$ cat config.mk
export PLATFORM = sky130hd
export DESIGN_NAME = wdt_keyed_top
export DESIGN_NICKNAME = d
export VERILOG_FILES = /design/src/rtl/wdt_keyed_pkg.sv /design/src/rtl/wdt_keyed_ctrl.sv /design/src/rtl/wdt_keyed_dpath.sv /design/src/rtl/wdt_keyed_top.sv
export SDC_FILE = /design/constraint.sdc
export NUM_CORES = 1
export LEC_CHECK = 0
export BUFFER_PORTS_ARGS = -buffer_cell sky130_fd_sc_hd__buf_2
export CAP_MARGIN = 5
export CELL_PAD_IN_SITES_DETAIL_PLACEMENT = 2
export CELL_PAD_IN_SITES_GLOBAL_PLACEMENT = 2
export CORE_ASPECT_RATIO = 2
export CORE_MARGIN = 4
export CORE_UTILIZATION = 36
export CTS_CLUSTER_SIZE = 20
export DETAILED_ROUTE_END_ITERATION = 8
export MAX_ROUTING_LAYER = met4
export PLACE_DENSITY = 0.73
export SLEW_MARGIN = 20
export SYNTH_ARGS = -nofsm -noshare
export SYNTH_HDL_FRONTEND = slang
export SYNTH_HIERARCHICAL = 1
export SYNTH_SLANG_ARGS = --single-unit
$ cat constraint.sdc
create_clock -name clk -period 2.5 [get_ports clk]
set_input_delay 0.5 -clock clk [delete_from_list [all_inputs] [get_ports clk]]
set_output_delay 0.5 -clock clk [all_outputs]
set_load 0.01 [all_outputs]
$ cat src/rtl/wdt_keyed_pkg.sv
package wdt_keyed_pkg;

  localparam int KEY_W = 8;
  localparam logic [KEY_W-1:0] KEY_OPEN  = 8'hA5;
  localparam logic [KEY_W-1:0] KEY_CLOSE = 8'h5A;

  typedef enum logic {
    KEY_IDLE  = 1'b0,
    KEY_ARMED = 1'b1
  } keyState_e;

  // Strobes from the control section into the timing datapath.
  typedef struct packed {
    logic svcClear;
    logic pwrClear;
  } wdtStrobe_t;

endpackage

$ cat src/rtl/wdt_keyed_ctrl.sv
module wdt_keyed_ctrl
  import wdt_keyed_pkg::*;
(
  input  logic             clk,
  input  logic             rstN,
  input  logic             wrEn,
  input  logic [KEY_W-1:0] wrData,
  input  logic             stopState,
  input  logic             sleepState,
  input  logic             holdState,
  input  logic             biteEvt,
  output wdtStrobe_t       strobe,
  output logic             keyArmed
);

  keyState_e keyState;
  keyState_e keyNext;
  logic      openHit;
  logic      closeHit;
  logic      svcHit;

  assign openHit  = (wrData == KEY_OPEN);
  assign closeHit = (wrData == KEY_CLOSE);

  // Sequencer: every write leaves the armed state; only the opening key enters it.
  always_comb begin
    keyNext = keyState;
    svcHit  = 1'b0;
    if (wrEn) begin
      unique case (keyState)
        KEY_IDLE: begin
          keyNext = openHit ? KEY_ARMED : KEY_IDLE;
        end
        KEY_ARMED: begin
          keyNext = KEY_IDLE;
          svcHit  = closeHit;
        end
        default: keyNext = KEY_IDLE;
      endcase
    end
    if (biteEvt) begin
      keyNext = KEY_IDLE;
    end
  end

  always_ff @(posedge clk or negedge rstN) begin
    if (!rstN) begin
      keyState <= KEY_IDLE;
    end else begin
      keyState <= keyNext;
    end
  end

  assign strobe.svcClear = svcHit;
  assign strobe.pwrClear = stopState | sleepState | holdState;
  assign keyArmed        = (keyState == KEY_ARMED);

endmodule

$ cat src/rtl/wdt_keyed_dpath.sv
module wdt_keyed_dpath
  import wdt_keyed_pkg::*;
#(
  parameter int BASE_EXP = 15,
  parameter int EXP_STEP = 2,
  parameter int SEL_W    = 2
) (
  input  logic             clk,
  input  logic             rstN,
  input  logic [SEL_W-1:0] periodSel,
  input  wdtStrobe_t       strobe,
  output logic             rstReq,
  output logic             biteEvt,
  output logic             flagQ,
  output logic             tapEvt
);

  localparam int NUM_RANGES = 1 << SEL_W;
  localparam int MAX_EXP    = BASE_EXP + EXP_STEP * (NUM_RANGES - 1);
  localparam int CNT_W      = MAX_EXP;

  logic [CNT_W-1:0]      preCnt;
  logic [NUM_RANGES-1:0] tapVec;
  logic                  flagClear;

  // Free-running prescaler; a service never restarts it.
  always_ff @(posedge clk or negedge rstN) begin
    if (!rstN) begin
      preCnt <= '0;
    end else begin
      preCnt <= preCnt + 1'b1;
    end
  end

  // One tap per range: the low n bits are all ones just before they carry out.
  for (genvar rangeIdx = 0; rangeIdx < NUM_RANGES; rangeIdx++) begin : g_tap
    localparam int TAP_EXP = BASE_EXP + EXP_STEP * rangeIdx;
    assign tapVec[rangeIdx] = &preCnt[TAP_EXP-1:0];
  end

  assign tapEvt    = tapVec[periodSel];
  assign biteEvt   = tapEvt & flagQ & ~strobe.svcClear & ~strobe.pwrClear;
  assign flagClear = strobe.svcClear | strobe.pwrClear | biteEvt;

  always_ff @(posedge clk or negedge rstN) begin
    if (!rstN) begin
      flagQ  <= 1'b0;
      rstReq <= 1'b0;
    end else begin
      rstReq <= biteEvt;
      if (flagClear) begin
        flagQ <= 1'b0;
      end else if (tapEvt) begin
        flagQ <= 1'b1;
      end
    end
  end

endmodule

$ cat src/rtl/wdt_keyed_top.sv
module wdt_keyed_top
  import wdt_keyed_pkg::*;
#(
  parameter int BASE_EXP = 15,
  parameter int EXP_STEP = 2,
  parameter int SEL_W    = 2
) (
  input  logic             clk,
  input  logic             rstN,
  input  logic             wrEn,
  input  logic [7:0]       wrData,
  input  logic [SEL_W-1:0] periodSel,
  input  logic             stopState,
  input  logic             sleepState,
  input  logic             holdState,
  output logic             rstReqOut
);

  wdtStrobe_t ctrlBus;
  logic       biteEvt;
  logic       flagQ;
  logic       tapEvt;
  logic       keyArmed;

  wdt_keyed_ctrl ctrl_i (
    .clk        (clk),
    .rstN       (rstN),
    .wrEn       (wrEn),
    .wrData     (wrData),
    .stopState  (stopState),
    .sleepState (sleepState),
    .holdState  (holdState),
    .biteEvt    (biteEvt),
    .strobe     (ctrlBus),
    .keyArmed   (keyArmed)
  );

  wdt_keyed_dpath #(
    .BASE_EXP (BASE_EXP),
    .EXP_STEP (EXP_STEP),
    .SEL_W    (SEL_W)
  ) dpath_i (
    .clk       (clk),
    .rstN      (rstN),
    .periodSel (periodSel),
    .strobe    (ctrlBus),
    .rstReq    (rstReqOut),
    .biteEvt   (biteEvt),
    .flagQ     (flagQ),
    .tapEvt    (tapEvt)
  );

endmodule

==> run summary <==
Gate count after technology mapping: 103. Start of the worst register-to-register path: dpath_i/preCnt[0]$_DFF_PN0_. Summed over all cells, the static leakage comes to 0.6728 nW. The maximum number of pins on one net before global-route repair was 25.

The endpoint identified for the worst register-to-register timing path is ctrl_i/keyArmed$_DFFE_PN0P_. In this run the top signal layer used is met4. The tools report the initial antenna violation count as 0.

The maximum buffer depth of the clock tree came out at 2. The count of final hold-check violations came out at 0. The final critical-path required period was 2.176 ns. The setup slack at placement was 0.3833 ns. Setup repair after global routing left no endpoint under its margin. The tool flagged a number of max-cap violations equal to 0. Hold buffer count at cts: 0. STA classifies the critical path startpoint as a flip-flop. The tools report the number of clock buffers inserted by TritonCTS as 3.

The delay of the slowest critical-path stage was 0.44 ns. Of the cells placed in the final design, the portion with a size suffix greater than 1 is 21.31%. TritonCTS built the clock tree.

STA puts the critical path data arrival time at 2.31 ns. The die covers 0.004329 mm^2. The insertion delay to the later sink of the worst-skew pair came out at 0.26 ns. A synthesized cell averages 11.50 um^2. The mapped netlist covers 0.001185 mm^2.

The vertical die dimension is 89.13 um, and the total number of yosys warnings is 6. The filler cells instantiated in the layout total 351. By startpoint and endpoint, the worst setup path is classified as reg -> reg. The floorplan step defined a core boundary enclosing 0.003157 mm^2. The first routing iteration left 4 violations. Synthesis-to-layout area growth: 14.04%.

Across the VDD grid, the largest voltage drop is 0.0002574 V. The flow ran to the end, and the final reports show no timing, DRC or antenna violations. Across all layers, the routed design uses 857 vias.

After layout, the worst path uses 87.03% of the clock period. The root buffer cell chosen for the clock tree is clkbuf_8. 17 I/O pins were placed. The path class of the tightest hold or removal check is in -> async. The run gives 2798 um as the final wirelength. The overflow left after global routing was 0; the detailed-placement wirelength estimate was 2216 um. The run gives 1682 um as the met2 routed wirelength.

At the end of routability-driven placement, the weighted congestion stood at 0.7502. After detailed routing, the average wire length per cell comes to 18.29 um. The initial utilization of the core area, before any placement, comes to 37.53%.

The endpoint type of the worst setup path is a flip-flop. The width of the die was 48.57 um. The post-CTS repair timing setup buffer count is 0, and the global-route wire length before repair is 4892 um. In this run the core area contains 29 standard-cell rows. The number of gates given a new drive strength after cts is 0, and the actual transition at the worst max-transition pin is 0.5419 ns. Clock-pin slew was measured on the worst setup and hold paths at 0.08 ns. The number of failing setup endpoints in the final timing report came out at 0. The run gives 63.87% as the tightest slew margin relative to the limit. The final net count is 141. During placement, the flow inserted port buffers numbering 16. In this design, the critical path's most frequently occurring cell is ha_1. The H-tree depth reported by CTS was 1; the worst path required time was 2.64 ns.

Detailed routing placed a total of 111 um of wire on met3. The number of sinks driven by the clock tree was 24. The run gives 1044 as the number of global-route vias before repair. 0 antenna diodes ended up in the layout.

After detailed routing, the number of vias per cell comes to 5.601. Counting cells, the worst reg-to-reg path comes to 7. The library cell contributing the largest single delay on the critical path was nor4_1.

The remaining antenna violation count after routing came out at 0. In this run the power density over the cells is 496.6 mW/mm^2. For the final routed database, the setup TNS stands at 0 ns. In the routed design, unresolved DRC markers number 0. Traced cell by cell, the critical path runs through ha_1 > nand3_2 > nor4_1 > ha_1 > nand3b_1 > a31oi_1 > a21oi_1.

The tools report the routed length on met1 as 982 um. For the synthesized net count, the log shows 121. The register-to-register path setup slack was 0.32 ns. In the global route stage, overall resource usage came out at 15.00%. The first TritonRoute pass finished after 2 iterations. The fmax is 459.6 MHz, and the max-slew violation total from the final report is 0.

Post-layout worst setup margin: 0.3244 ns. Along the worst path, the maximum fanout reaches 6. The run gives 0.001487 ns as the final worst clock skew.
-- per-stage QoR --
| stage | cell area (um^2) | total power [mW] | instances | hold WS, ns | utilization, % |
|---|---|---|---|---|---|
| 2_1_floorplan | 1185 | 0.4005 | 103 | 0.2044 | - |
| 3_3_place_gp | 1296 | 0.4214 | 149 | 0.4571 | 41.06 |
| 3_5_place_dp | 1296 | 0.4228 | 149 | 0.4694 | 41.06 |
| 4_1_cts | 1351 | 0.6879 | 153 | 0.2222 | 42.81 |
| 5_1_grt | 1351 | 0.7046 | 153 | 0.2492 | 42.81 |
| 6_report | 1351 | 0.6710 | 153 | 0.2118 | 42.81 |
-- worst max-delay path, delay by kind of cell (launching register included) --
kind	cells	cell delay [ns]
AOI/OAI and AO/OA	2	0.41
adders and majority gates	2	0.45
DFF	1	0.40
and+or+nand+nor	3	0.80
-- worst max path at each step --
stage / endpoint / start / slack [ns]
after floorplan: ctrl_i/keyArmed$_DFFE_PN0P_ / dpath_i/preCnt[0]$_DFF_PN0_ / 0.82
after global placement: ctrl_i/keyArmed$_DFFE_PN0P_ / dpath_i/preCnt[0]$_DFF_PN0_ / 0.51
after detailed placement: ctrl_i/keyArmed$_DFFE_PN0P_ / dpath_i/preCnt[0]$_DFF_PN0_ / 0.38
after CTS: ctrl_i/keyArmed$_DFFE_PN0P_ / dpath_i/preCnt[0]$_DFF_PN0_ / 0.25
after global routing: ctrl_i/keyArmed$_DFFE_PN0P_ / dpath_i/preCnt[0]$_DFF_PN0_ / 0.13
final: ctrl_i/keyArmed$_DFFE_PN0P_ / dpath_i/preCnt[0]$_DFF_PN0_ / 0.32
-- layer usage --
layer	track usage, %	vias to the layer above
li1	-	404
met1	12.67	434
met2	30.60	17
met3	3.506	2
met4	5.147	0
met5	-	-
-- sequential cells by signal, indices dropped and copies added, names as in the netlist --
name             count
dpath_i/preCnt      21
ctrl_i/keyArmed      1
dpath_i/flagQ        1
dpath_i/rstReq       1
-- report_power, final --
group | internal (mW) | leakage, nW | switching, mW
Clock | 0.140 | 0.0288 | 0.116
Sequential | 0.388 | 0.321 | 0.0000480
Combinational | 0.0118 | 0.323 | 0.0145
Total | 0.540 | 0.673 | 0.131
-- area by class of cell --
class,count,area (um^2),share of cell area (%)
clock buffers,4,55.05,4.074
inverters,2,7.507,0.5556
multi-input cells,76,569.3,42.13
flip-flops and latches,24,600.6,44.44
well taps,31,38.79,2.870
repair buffers,16,80.08,5.926
-- layout by cell type (no fill, tap or decap), types with 3 or more instances in the layout --
| cell | count |
|---|---|
| buf_2 | 16 |
| clkbuf_8 | 4 |
| dfrtp_1 | 24 |
| nand2_1 | 9 |
| nand3_1 | 9 |
| nand4_1 | 4 |
| nor2_1 | 6 |
| nor3_1 | 3 |
| nor4_1 | 3 |
| xnor2_1 | 10 |
| xor2_1 | 8 |
Power figures use the tool's default switching activity.
